--- src/rtl/lpg_pkg.sv ---
`timescale 1ns/1ps
package lpg_pkg;

  // Strobes handed from the edge/settle datapath to the arming control.
  typedef struct packed {
    logic adcRise;     // adcDone went 0->1 this cycle
    logic anyEdge;     // either input changed this cycle
    logic adcSettled;  // adcDone settle count at its limit
    logic lvSettled;   // lineValid settle count at its limit
    logic adcHigh;     // current adcDone level
    logic lvLow;       // current lineValid level, inverted
  } lpgStrobes_t;

  localparam int ADC_CH = 0;
  localparam int LV_CH  = 1;
  localparam int NUM_CH = 2;

endpackage

--- src/rtl/sigTracker.sv ---
`timescale 1ns/1ps
// One input channel: one-cycle delayed copy, edge strobe and a
// saturating count of cycles since the last edge.
module sigTracker #(
  parameter int SETTLE_CYCLES = 4
) (
  input  logic clk,
  input  logic rst,
  input  logic sigIn,
  output logic sigEdge,
  output logic settled
);
  localparam int CW = $clog2(SETTLE_CYCLES + 1);
  localparam logic [CW-1:0] SAT = CW'(SETTLE_CYCLES);

  logic          sigDly;
  logic [CW-1:0] quietCnt;

  always_ff @(posedge clk) begin
    if (rst) begin
      sigDly <= 1'b0;
    end else begin
      sigDly <= sigIn;
    end
  end

  assign sigEdge = sigIn ^ sigDly;

  always_ff @(posedge clk) begin
    if (rst) begin
      quietCnt <= SAT;
    end else if (sigEdge) begin
      quietCnt <= '0;
    end else if (quietCnt != SAT) begin
      quietCnt <= quietCnt + 1'b1;
    end
  end

  assign settled = (quietCnt == SAT);

endmodule

--- src/rtl/lpgDatapath.sv ---
`timescale 1ns/1ps
module lpgDatapath
  import lpg_pkg::*;
#(
  parameter int SETTLE_CYCLES = 4
) (
  input  logic        clk,
  input  logic        rst,
  input  logic        adcDone,
  input  logic        lineValid,
  output lpgStrobes_t strobes
);
  logic [NUM_CH-1:0] chIn;
  logic [NUM_CH-1:0] chEdge;
  logic [NUM_CH-1:0] chSettled;

  assign chIn[ADC_CH] = adcDone;
  assign chIn[LV_CH]  = lineValid;

  for (genvar ch = 0; ch < NUM_CH; ch++) begin : g_track
    sigTracker #(
      .SETTLE_CYCLES(SETTLE_CYCLES)
    ) u_track (
      .clk    (clk),
      .rst    (rst),
      .sigIn  (chIn[ch]),
      .sigEdge(chEdge[ch]),
      .settled(chSettled[ch])
    );
  end

  always_comb begin
    strobes.adcRise    = chEdge[ADC_CH] & chIn[ADC_CH];
    strobes.anyEdge    = |chEdge;
    strobes.adcSettled = chSettled[ADC_CH];
    strobes.lvSettled  = chSettled[LV_CH];
    strobes.adcHigh    = chIn[ADC_CH];
    strobes.lvLow      = ~chIn[LV_CH];
  end

endmodule

--- src/rtl/lpgControl.sv ---
`timescale 1ns/1ps
module lpgControl
  import lpg_pkg::*;
(
  input  logic        clk,
  input  logic        rst,
  input  lpgStrobes_t strobes,
  output logic        loadPulse
);
  logic armed;
  logic fire;

  // Release only in a quiet cycle with both counts at their limit.
  always_comb begin
    fire = armed
         & strobes.adcHigh
         & strobes.lvLow
         & strobes.adcSettled
         & strobes.lvSettled
         & ~strobes.anyEdge;
  end

  always_ff @(posedge clk) begin
    if (rst) begin
      armed     <= 1'b0;
      loadPulse <= 1'b0;
    end else begin
      armed     <= (armed & ~fire) | strobes.adcRise;
      loadPulse <= fire;
    end
  end

endmodule

--- src/rtl/loadPulseGen.sv ---
`timescale 1ns/1ps
module loadPulseGen
  import lpg_pkg::*;
#(
  parameter int SETTLE_CYCLES = 4
) (
  input  logic clk,
  input  logic rst,
  input  logic adcDone,
  input  logic lineValid,
  output logic loadPulse
);
  lpgStrobes_t strobes;

  lpgDatapath #(
    .SETTLE_CYCLES(SETTLE_CYCLES)
  ) u_dp (
    .clk      (clk),
    .rst      (rst),
    .adcDone  (adcDone),
    .lineValid(lineValid),
    .strobes  (strobes)
  );

  lpgControl u_ctl (
    .clk      (clk),
    .rst      (rst),
    .strobes  (strobes),
    .loadPulse(loadPulse)
  );

endmodule

--- config.mk ---
export PLATFORM = sky130hd
export DESIGN_NAME = loadPulseGen
export DESIGN_NICKNAME = d
export VERILOG_FILES = /design/src/rtl/lpg_pkg.sv /design/src/rtl/sigTracker.sv /design/src/rtl/lpgDatapath.sv /design/src/rtl/lpgControl.sv /design/src/rtl/loadPulseGen.sv
export SDC_FILE = /design/constraint.sdc
export NUM_CORES = 1
export LEC_CHECK = 0
export BUFFER_PORTS_ARGS = -buffer_cell sky130_fd_sc_hd__buf_4
export CORE_AREA = 2 2 39 41
export DETAILED_ROUTE_END_ITERATION = 8
export DIE_AREA = 0 0 41 43
export GPL_ROUTABILITY_DRIVEN = 0
export GPL_TIMING_DRIVEN = 0
export HOLD_SLACK_MARGIN = 0.15
export SLEW_MARGIN = 20
export SYNTH_ARGS = -nofsm -noshare
export SYNTH_HDL_FRONTEND = slang
export SYNTH_SLANG_ARGS = --single-unit
--- constraint.sdc ---
create_clock -name clk -period 1.1 [get_ports clk]
set_input_delay 0.11 -clock clk [delete_from_list [all_inputs] [get_ports clk]]
set_output_delay 0.11 -clock clk [all_outputs]
set_load 0.05 [all_outputs]
Word level (Yosys, flattened, before mapping)
Index checks and enable logic that the tools add are counted.
- add/sub/neg operators: 2
- multipliers: 0
- divide/modulo/power cells: 0
- $lt $le $gt $ge: 0
- eq/ne operators: 4
- shift operators: 0
- muxes and demuxes: 4
- bitwise gates (word level): 13
- reduce and logical (&&, ||, !) cells: 5
- operator list (cell ; count):
    $mux W3 ; 4
    $and A1 B1 Y1 ; 7
    $add A3 B1 Y3 const B ; 2
    $eq A3 B3 Y1 const B ; 2
    $ne A3 B3 Y1 const B ; 2
    $reduce_or A2 Y1 ; 3
    $reduce_bool A2 Y1 ; 2
    $not A1 Y1 ; 3
    $xor A1 B1 Y1 ; 2
    $or A1 B1 Y1 ; 1
- flip-flop bits (word level): 10
- bits in latches: 0
- bits in writable memories: 0
- ROM bits: 0
- input port bits: 4
- output and inout port bits: 1
- logic and storage cells: 36
- memories kept: 0

Depth between registers and ports, before layout
Gate-level depths: netlist of run 1.
- depth after elaboration: 8
- depth in mapped cells: 4
- gate-level depth less buffers: 4

By module
A second synthesis of run 1 with hierarchy kept.
- cell total of the unflattened synthesis: 53
- area, all modules: 519.2 um^2
- modules (own cells, without submodules) (module ; times used ; cells each ; area each (um^2) ; sequential area each (um^2)):
    sigTracker ; 2 ; 21 ; 207.7 ; 80.1
    lpgControl ; 1 ; 7 ; 78.8 ; 40.0
    lpgDatapath ; 1 ; 4 ; 25.0 ; 0.0

Worst setup path before layout of run 1
No wires, ideal clock.
- kind: register to register
- start point: reg u_dp.g_track[1].u_track.quietCnt[0]
- end point: reg u_ctl.loadPulse
- library setup time: 0.117 ns
- arrival: 1.005 ns
- data required time: 0.983 ns
- path slack: -0.022 ns
- stages on the path, launching flop included: 5
- buffers on the path: 0
- clock period less this slack: 1.122 ns
- path through: dfxtp_1 inv_1 ha_1 and4_1 and4b_1
- cells in the longest elaborated chain, start to end: 3
- ends and longest elaborated chain (what ; line ; text):
    from (decl) ; sigTracker.sv:17 ; logic [CW-1:0] quietCnt;
    from (signal assigned) ; sigTracker.sv:35 ; quietCnt <= quietCnt + 1'b1;
    $eq A3 B3 Y1 ; sigTracker.sv:39 ; assign settled = (quietCnt == SAT);
    $and A1 B1 Y1 ; lpgControl.sv:19 ; & strobes.lvSettled
    $and A1 B1 Y1 ; lpgControl.sv:20 ; & ~strobes.anyEdge;
    to (signal assigned) ; lpgControl.sv:29 ; loadPulse <= fire;
    to (decl) ; lpgControl.sv:8 ; output logic loadPulse
No other way between the ends.
A chain may end at the register's enable or synchronous reset.

Worst setup path in the final report of run 1
- start point: reg u_dp.g_track[0].u_track.quietCnt[0]
- end point: reg u_ctl.armed
- cells in the longest elaborated chain, start to end: 7
- ends and longest elaborated chain (what ; line ; text):
    from (decl) ; sigTracker.sv:17 ;
    from (signal assigned) ; sigTracker.sv:35 ;
    $eq A3 B3 Y1 ; sigTracker.sv:39 ;
    $and A1 B1 Y1 ; lpgControl.sv:18 ; & strobes.adcSettled
    $and A1 B1 Y1 ; lpgControl.sv:19 ;
    $and A1 B1 Y1 ; lpgControl.sv:20 ;
    $not A1 Y1 ; lpgControl.sv:28 ; armed <= (armed & ~fire) | strobes.adcRise;
    $and A1 B1 Y1 ; lpgControl.sv:28 ;
    $or A1 B1 Y1 ; lpgControl.sv:28 ;
    to (signal assigned) ; lpgControl.sv:28 ;
    to (decl) ; lpgControl.sv:10 ; logic armed;
No other way between the ends.

==> results of run 1 <==
final cells by class:
| cell class | count | share of cell area (%) |
|---|---|---|
| clock buffers | 4 | 5.02 |
| inverters | 6 | 3.11 |
| multi-input cells | 34 | 44.5 |
| flip-flops and latches | 10 | 28.5 |
| well taps | 16 | 2.77 |
| repair buffers | 14 | 16.1 |
cell families after synthesis:
family / count (synthesis)
xor gates and xnor gates: 1
adders and majority gates: 5
DFF: 10
buffers and inverters: 6
and+or+nand+nor: 16
AOI/OAI and AO/OA: 12
critical path, delay by kind of cell (launching register included):
| family | cells | cell delay [ns] |
|---|---|---|
| compound gates | 1 | 0.23 |
| simple gates | 1 | 0.21 |
| buf+inv | 1 | 0.06 |
| flops | 1 | 0.33 |
| fa+ha+maj | 1 | 0.17 |
power breakdown:
group | internal [mW] | switching, mW | total [mW]
sequential | 0.386 | 0.0209 | 0.407
clock | 0.201 | 0.138 | 0.339
combinational | 0.0997 | 0.0723 | 0.172
through the flow:
step	instances	cell area, sq um
final	84	723
after global routing	84	723
after CTS	81	659
after detailed placement	70	541
after global placement	70	541
after floorplan	50	490
Yosys cell counts:
| library cell | number | share of area (%) |
|---|---|---|
| dfxtp_1 | 10 | 41 |
| and4b_1 | 2 | 4.1 |
| xor2_1 | 1 | 1.8 |
| ha_1 | 5 | 13 |
| a211oi_1 | 2 | 3.1 |
| o21ai_0 | 1 | 1.0 |
| a21oi_1 | 2 | 2.1 |
| and3b_1 | 3 | 5.4 |
| o21ai_1 | 1 | 1.0 |
| inv_1 | 6 | 4.6 |
| nor2_1 | 3 | 2.3 |
| nand3_1 | 4 | 4.1 |
| and4_1 | 1 | 1.8 |
| a21bo_1 | 1 | 2.1 |
| a311oi_1 | 1 | 1.8 |
| a21o_1 | 2 | 3.1 |
| a21bo_2 | 1 | 2.1 |
| nand2b_1 | 1 | 1.3 |
| o31ai_1 | 1 | 1.5 |
| nor2b_1 | 2 | 2.6 |
sequential cells by signal, summed over array words and instances (netlist names):
register	cells
u_dp.g_track.u_track.quietCnt	6
u_dp.g_track.u_track.sigDly	2
u_ctl.armed	1
u_ctl.loadPulse	1
metal layers:
| metal | share of wire (%) | track usage, % |
|---|---|---|
| met5 | 0 | 0 |
| met4 | 1.4 | 12.0 |
| met3 | 1.5 | 3.14 |
| met2 | 50 | 19.1 |
| met1 | 47 | 16.7 |
timing repair:
action                                  CTS  global route
endpoints found under the setup margin    4             6
hold buffers                              3             0
buffers inserted                          4             3
pin swaps                                 0             6
resized for setup                         5            10
endpoints found under the hold margin     7             0
worst max path at each step:
stage	startpoint	to	depth (start not counted)
after floorplan	u_dp.g_track[0].u_track.quietCnt[0]	u_ctl.loadPulse	4
after global placement	u_dp.g_track[0].u_track.quietCnt[0]	u_ctl.loadPulse	4
after detailed placement	u_dp.g_track[0].u_track.quietCnt[0]	u_ctl.armed	4
after CTS	u_dp.g_track[1].u_track.quietCnt[1]	u_dp.g_track[1].u_track.quietCnt[1]	4
after global routing	u_dp.g_track[1].u_track.quietCnt[0]	u_ctl.armed	4
final	u_dp.g_track[0].u_track.quietCnt[0]	u_ctl.armed	4
==> results.md, run 1 <==
* Highest Clock Rate at 926 MHz
* Final setup vio count at 0
* DR vias/cell at 5.02
* Worst Hold Class: input port to flip-flop
* Register area share after synthesis at 41.2%
* Synth cell types at 20
* Pre-antenna DRT Iters at 3
* Largest net degree at the start of global routing at 8
* R2R setup slack at 0.02 ns
* Adder-cell share of the synthesized area at 12.9%
* Fin util at 52.3%
* Remaining DRCs at 0
* Total Routing Usage GR at 13.8%
* DRT Wirelength at 974 microns
* Endpoint type of the worst setup path: flip-flop
* Die footprint at 1760 sq um
* P per Cell Area at 1270 nW/um^2
* Synth Area in Compound Gates at 17.8%
* Final Power at 918 uW
* RSZ-0062 raised after global routing: true
* Core box area at 1380 sq um
* Synth Cell Area at 485 sq um
* Synthesized flop and latch total at 10
* Register area at 206 sq um
* Hold Crit Start: adcDone
* Largest family of logic cells by synthesized area: simple AND/OR/NAND/NOR gates
* Routed vias at 422
* Final setup margin at 0.0206 ns
* Critical Path Max Stage Delay at 0.33 ns
* First-pass GRT wire length at 1570 microns
* Reg clk slew, reported paths at 0.08 ns
* Critical Path AT at 1.26 ns
* WP data required at 1.28 ns
* Critical path, cell by cell: inv_1 > ha_4 > and4_1 > a311oi_1
* # rows at 14
* Crit Path Class: flip-flop to flip-flop
* H-tree depth at 1
* Routed Antenna Nets at 0
* Final clock skew at 0.00646 ns
* Clock buffer depth at 2
* Vias in the first global route at 385
* Max Cap Viol at 0
* Fillers at 132
* Layout area overhead at 49.0%
* CTS tree: built
* Run status: finished clean
* Area of the multi-input gates at 322 sq um
* Hold path depth at 3
* Reg-to-Reg End: u_ctl.armed
* Normalized max-slew margin at 73.5%
* DR iter-0 viols at 3
* Avg WL per Cell at 11.6 microns
* Worst-Margin Slew at 0.395 ns
* Commonest non-fill, non-tap cell in the layout: buf_4
* FF-to-FF Start: u_dp.g_track[0].u_track.quietCnt[0]
* Port Buffers at 4
* Most frequent cells in the layout: buf_4, dfxtp_1, dfxtp_2
* Mapped Nets at 59
* I/O pin count at 5
* Worst r2r path cells at 4
* Crit path max-delay cell type: dfxtp_2
* Worst-path fanout max at 5
* Die Width at 41 microns
* CTS Buf Count at 3
* Setup_tns at 0 ns
* Final Slew Violations at 0
* Fin crit period at 1.08 ns
* Hold Slack at 0.219 ns
* Multiplexer share of the synthesized area at 0%
* Final Hold Fails at 0
* Worst hold endpoint: u_ctl.armed
* Share of cells above drive strength 1 at 44.1%
* Initial antenna violation count at 0
* Syn avg cell area at 9.71 sq um
* Root buffer cell: clkbuf_4
* Ant. Diodes at 0
* Dpl hpwl at 555 microns
* CTS sink cnt at 10
* Final Net Count at 78
* Final Cycle Share at 98.1%
* Post-Synth Simple-Gate Area at 21.6%
* YS warnings at 0
* Post-synthesis xor/xnor area fraction at 1.80%
* Worst-Skew Late Latency at 0.27 ns
* Place WS at -0.0808 ns
* Worst Setup Start Kind: flip-flop
* Initial Utilization at 35.1%
* Syn Inst Count at 50
* Worst VDD drop at 0.463 mV
* GRT overflow at 0
* Die Ht at 43 microns
* Leak Pwr at 0.314 nW
Note: power is estimated with default switching activity, not from simulation.
==> run 2, diff against run 1 <==
--- a/config.mk
+++ b/config.mk
@@ -6,13 +6,13 @@
 export NUM_CORES = 1
 export LEC_CHECK = 0
 export BUFFER_PORTS_ARGS = -buffer_cell sky130_fd_sc_hd__buf_4
-export CORE_AREA = 2 2 39 41
+export CORE_UTILIZATION = 40
 export DETAILED_ROUTE_END_ITERATION = 8
-export DIE_AREA = 0 0 41 43
 export GPL_ROUTABILITY_DRIVEN = 0
 export GPL_TIMING_DRIVEN = 0
 export HOLD_SLACK_MARGIN = 0.15
 export SLEW_MARGIN = 20
 export SYNTH_ARGS = -nofsm -noshare
 export SYNTH_HDL_FRONTEND = slang
+export SYNTH_HIERARCHICAL = 1
 export SYNTH_SLANG_ARGS = --single-unit
==> constraint.sdc (replaced) <==
create_clock -name clk -period 1.3 [get_ports clk]
set_input_delay 0.13 -clock clk [delete_from_list [all_inputs] [get_ports clk]]
set_output_delay 0.13 -clock clk [all_outputs]
set_load 0.05 [all_outputs]
==> run 2 against run 1 <==
Against the previous run: the run now ends with setup timing left; final area is 2.2% higher; maximum frequency is 22% lower; flip-flop and latch count unchanged; die area decreased by 18%; critical endpoint is now u_ctl/armed.
==> results.md, run 2 <==
* Failing checks: setup timing
* Synth area leaders: dfxtp_1, ha_1, a211oi_1 (was dfxtp_1, ha_1, and3b_1)
* Core box area at 1160 sq um (was 1380 sq um)
* Die footprint at 1450 sq um (was 1760 sq um)
* Top-area cell type share of the netlist area at 38.6% (was 41.2%)
* YS warnings at 6 (was 0)
* WP data required at 1.45 ns (was 1.28 ns)
* P per Cell Area at 969 nW/um^2 (was 1270 nW/um^2)
* Fillers at 91 (was 132)
* Worst Hold Class: input port to flip-flop (unchanged)
* Worst hold endpoint: u_ctl/loadPulse (was u_ctl.armed)
* Initial Utilization at 44.9% (was 35.1%)
* Die Ht at 38.0 microns (was 43 microns)
* First-pass GRT wire length at 1520 microns (was 1570 microns)
* Run status: finished, violations left (was finished clean)
* Post-Synth Simple-Gate Area at 21.2% (was 21.6%)
* Adder-cell share of the synthesized area at 9.64% (was 12.9%)
* Fin crit period at 1.38 ns (was 1.08 ns)
* Total Routing Usage GR at 16.0% (was 13.8%)
* Largest family of logic cells by synthesized area: simple AND/OR/NAND/NOR gates (unchanged)
* Filler-free cell count of the finished design at 83 (was 84)
* Synth cell types at 19 (was 20)
* Highest Clock Rate at 724 MHz (was 926 MHz)
* Synthesized flop and latch total at 10 (unchanged)
* Synth Cell Area at 519 sq um (was 485 sq um)
* Cell type with the highest aggregate area in the netlist: dfxtp_1 (unchanged)
* Syn Inst Count at 53 (was 50)
* Register area share after synthesis at 38.6% (was 41.2%)
* Reg clk slew, reported paths at 0.06 ns (was 0.08 ns)
* Leak Pwr at 0.316 nW (was 0.314 nW)
* Cell with the most instances after synthesis: dfxtp_1 (unchanged)
* Max Cap Viol at 0 (unchanged)
* Largest registers: u_dp/g_track.u_track/quietCnt (6), u_dp/g_track.u_track/sigDly (2) (was u_dp.g_track.u_track.quietCnt (6), u_dp.g_track.u_track.sigDly (2))
* Number of enable flip-flop cells after synthesis at 0 (unchanged)
* CTS tree: built (unchanged)
* Post-synthesis xor/xnor area fraction at 3.37% (was 1.80%)
* M1 WL at 484 microns (was 458 microns)
* Final setup margin at -0.0803 ns (was 0.0206 ns)
* Endpoint type of the worst setup path: flip-flop (unchanged)
* Initial antenna violation count at 0 (unchanged)
* DRT Wirelength at 931 microns (was 974 microns)
* Dpl hpwl at 577 microns (was 555 microns)
* Post-synth top cells: dfxtp_1, inv_1, a211oi_1, ha_1, nand3_1 (was dfxtp_1, inv_1, ha_1)
* Routed vias at 405 (was 422)
* Root buffer cell: clkbuf_4 (unchanged)
* Remaining DRCs at 0 (unchanged)
* Hold path depth at 3 (unchanged)
* Most used DFF post-synth: dfxtp_1 (unchanged)
* Worst-Skew Late Latency at 0.26 ns (was 0.27 ns)
* Top sig layer: met3 (was met4)
* Final Net Count at 79 (was 78)
* Worst r2r path cells at 4 (unchanged)
* Hold Crit Start: lineValid (was adcDone)
* Layout area overhead at 42.4% (was 49.0%)
* Pre-antenna DRT Iters at 4 (was 3)
* I/O pin count at 5 (unchanged)
* # rows at 12 (was 14)
* Port Buffers at 4 (unchanged)
* Routed length on met2 at 410 microns (was 484 microns)
* Final Hold Fails at 0 (unchanged)
* Crit Path Class: flip-flop to flip-flop (unchanged)
* Place WS at -0.0998 ns (was -0.0808 ns)
* Commonest non-fill, non-tap cell in the layout: buf_4 (unchanged)
* Worst VDD drop at 0.739 mV (was 0.463 mV)
* Most frequent cells in the layout: buf_4, dfxtp_1, inv_1 (was buf_4, dfxtp_1, dfxtp_2)
* CTS Buf Count at 3 (unchanged)
* Clock buffer depth at 2 (unchanged)
* H-tree depth at 1 (unchanged)
* DR vias/cell at 4.88 (was 5.02)
* Fin util at 64.0% (was 52.3%)
* Setup_tns at -0.0803 ns (was 0 ns)
* Synth Area in Compound Gates at 20.0% (was 17.8%)
* Critical Path AT at 1.53 ns (was 1.26 ns)
* Multiplexer share of the synthesized area at 0% (unchanged)
* R2R setup slack at -0.08 ns (was 0.02 ns)
* Biggest register: u_dp/g_track.u_track/quietCnt (was u_dp.g_track.u_track.quietCnt)
* Share of cells above drive strength 1 at 50.7% (was 44.1%)
* Final Cycle Share at 106% (was 98.1%)
* Syn avg cell area at 9.80 sq um (was 9.71 sq um)
* Worst Setup Start Kind: flip-flop (unchanged)
* Worst-path fanout max at 2 (was 5)
* Reg-to-Reg End: u_ctl/armed (was u_ctl.armed)
* Post-synth ARST share at 0% (unchanged)
* Final Slew Violations at 0 (unchanged)
* Number of flip-flops in the largest register at 6 (unchanged)
* Vias in the first global route at 361 (was 385)
* CTS sink cnt at 10 (unchanged)
* RSZ-0062 raised after global routing: true (unchanged)
* Routed Antenna Nets at 0 (unchanged)
* Normalized max-slew margin at 86.2% (was 73.5%)
* Die Width at 38.0 microns (was 41 microns)
* Inst Count DP at 71 (was 70)
* Avg WL per Cell at 11.2 microns (was 11.6 microns)
* Ant. Diodes at 0 (unchanged)
* GRT overflow at 0 (unchanged)
* Largest net degree at the start of global routing at 11 (was 8)
* Final setup vio count at 1 (was 0)
* DR iter-0 viols at 7 (was 3)
* Final clock skew at 0.00223 ns (was 0.00646 ns)
* Mapped Nets at 61 (was 59)
* FF-to-FF Start: u_dp/g_track[1].u_track/sigDly (was u_dp.g_track[0].u_track.quietCnt[0])
* Met3 routed WL at 37 microns (was 15 microns)
* Worst-Margin Slew at 0.207 ns (was 0.395 ns)
## run 2: per-stage QoR
stage	hold slack, ns	instance area, sq um	power, mW
6_report	0.219	739	0.716
5_1_grt	0.211	739	0.762
4_1_cts	0.196	663	0.694
3_5_place_dp	0.386	583	0.461
3_3_place_gp	0.388	583	0.459
2_1_floorplan	0.194	536	0.430
## run 2: power breakdown
group / internal [mW] / switching [mW] / leakage (nW)
Sequential: 0.327 / 0.0222 / 0.0838
Combinational: 0.0995 / 0.0627 / 0.219
Clock: 0.107 / 0.0985 / 0.0138
## run 2: timing repair
action                                 in CTS  in global routing
endpoints found under the hold margin       7                  0
buffers inserted                            2                  4
hold buffers                                3                  0
gates resized for setup                     4                 10
gates cloned                                0                  0
setup endpoints to repair                   2                  3
pin swaps                                   2                  5
## run 2: per-layer routing
metal / vias up / GRT usage [%]
li1: 216 / -
met1: 183 / 22.0
met2: 6 / 20.8
met3: 0 / 8.72
met4: 0 / 5.36
met5: - / 0
## run 2: kinds of logic (layout without fill, tap and decap cells)
group,count (synthesis),in the layout
AO/OA/AOI/OAI,11,11
XOR/XNOR,2,2
adder cells (fa/ha/maj),4,4
buffers and inverters,9,25
flip-flops,10,10
AND/OR/NAND/NOR,17,17
## run 2: area by class of cell
type,count,area [sq um],share of cell area [%]
flip-flops and latches,10,205,27.7
multi-input cells,34,348,47.0
plain buffers,1,7.51,1.02
inverters,8,30.0,4.06
clock buffers,3,22.5,3.05
repair buffers,13,109,14.7
well taps,14,17.5,2.37
## run 2: worst max path at each step
stage | startpoint | end | cells past startpoint
2_1_floorplan | u_dp/g_track[1].u_track/sigDly | u_ctl/armed | 4
3_3_place_gp | u_dp/g_track[1].u_track/sigDly | u_ctl/armed | 4
3_5_place_dp | u_dp/g_track[1].u_track/sigDly | u_ctl/armed | 4
4_1_cts | u_dp/g_track[0].u_track/sigDly | u_ctl/armed | 4
5_1_grt | u_dp/g_track[1].u_track/sigDly | u_ctl/armed | 4
6_report | u_dp/g_track[1].u_track/sigDly | u_ctl/armed | 4
## run 2: critical path, stage by stage, from the launching register on
cell	delay, ns
dfxtp_2	0.34
xor2_4	0.15
or2_1	0.23
or3b_1	0.35
o221a_1	0.21
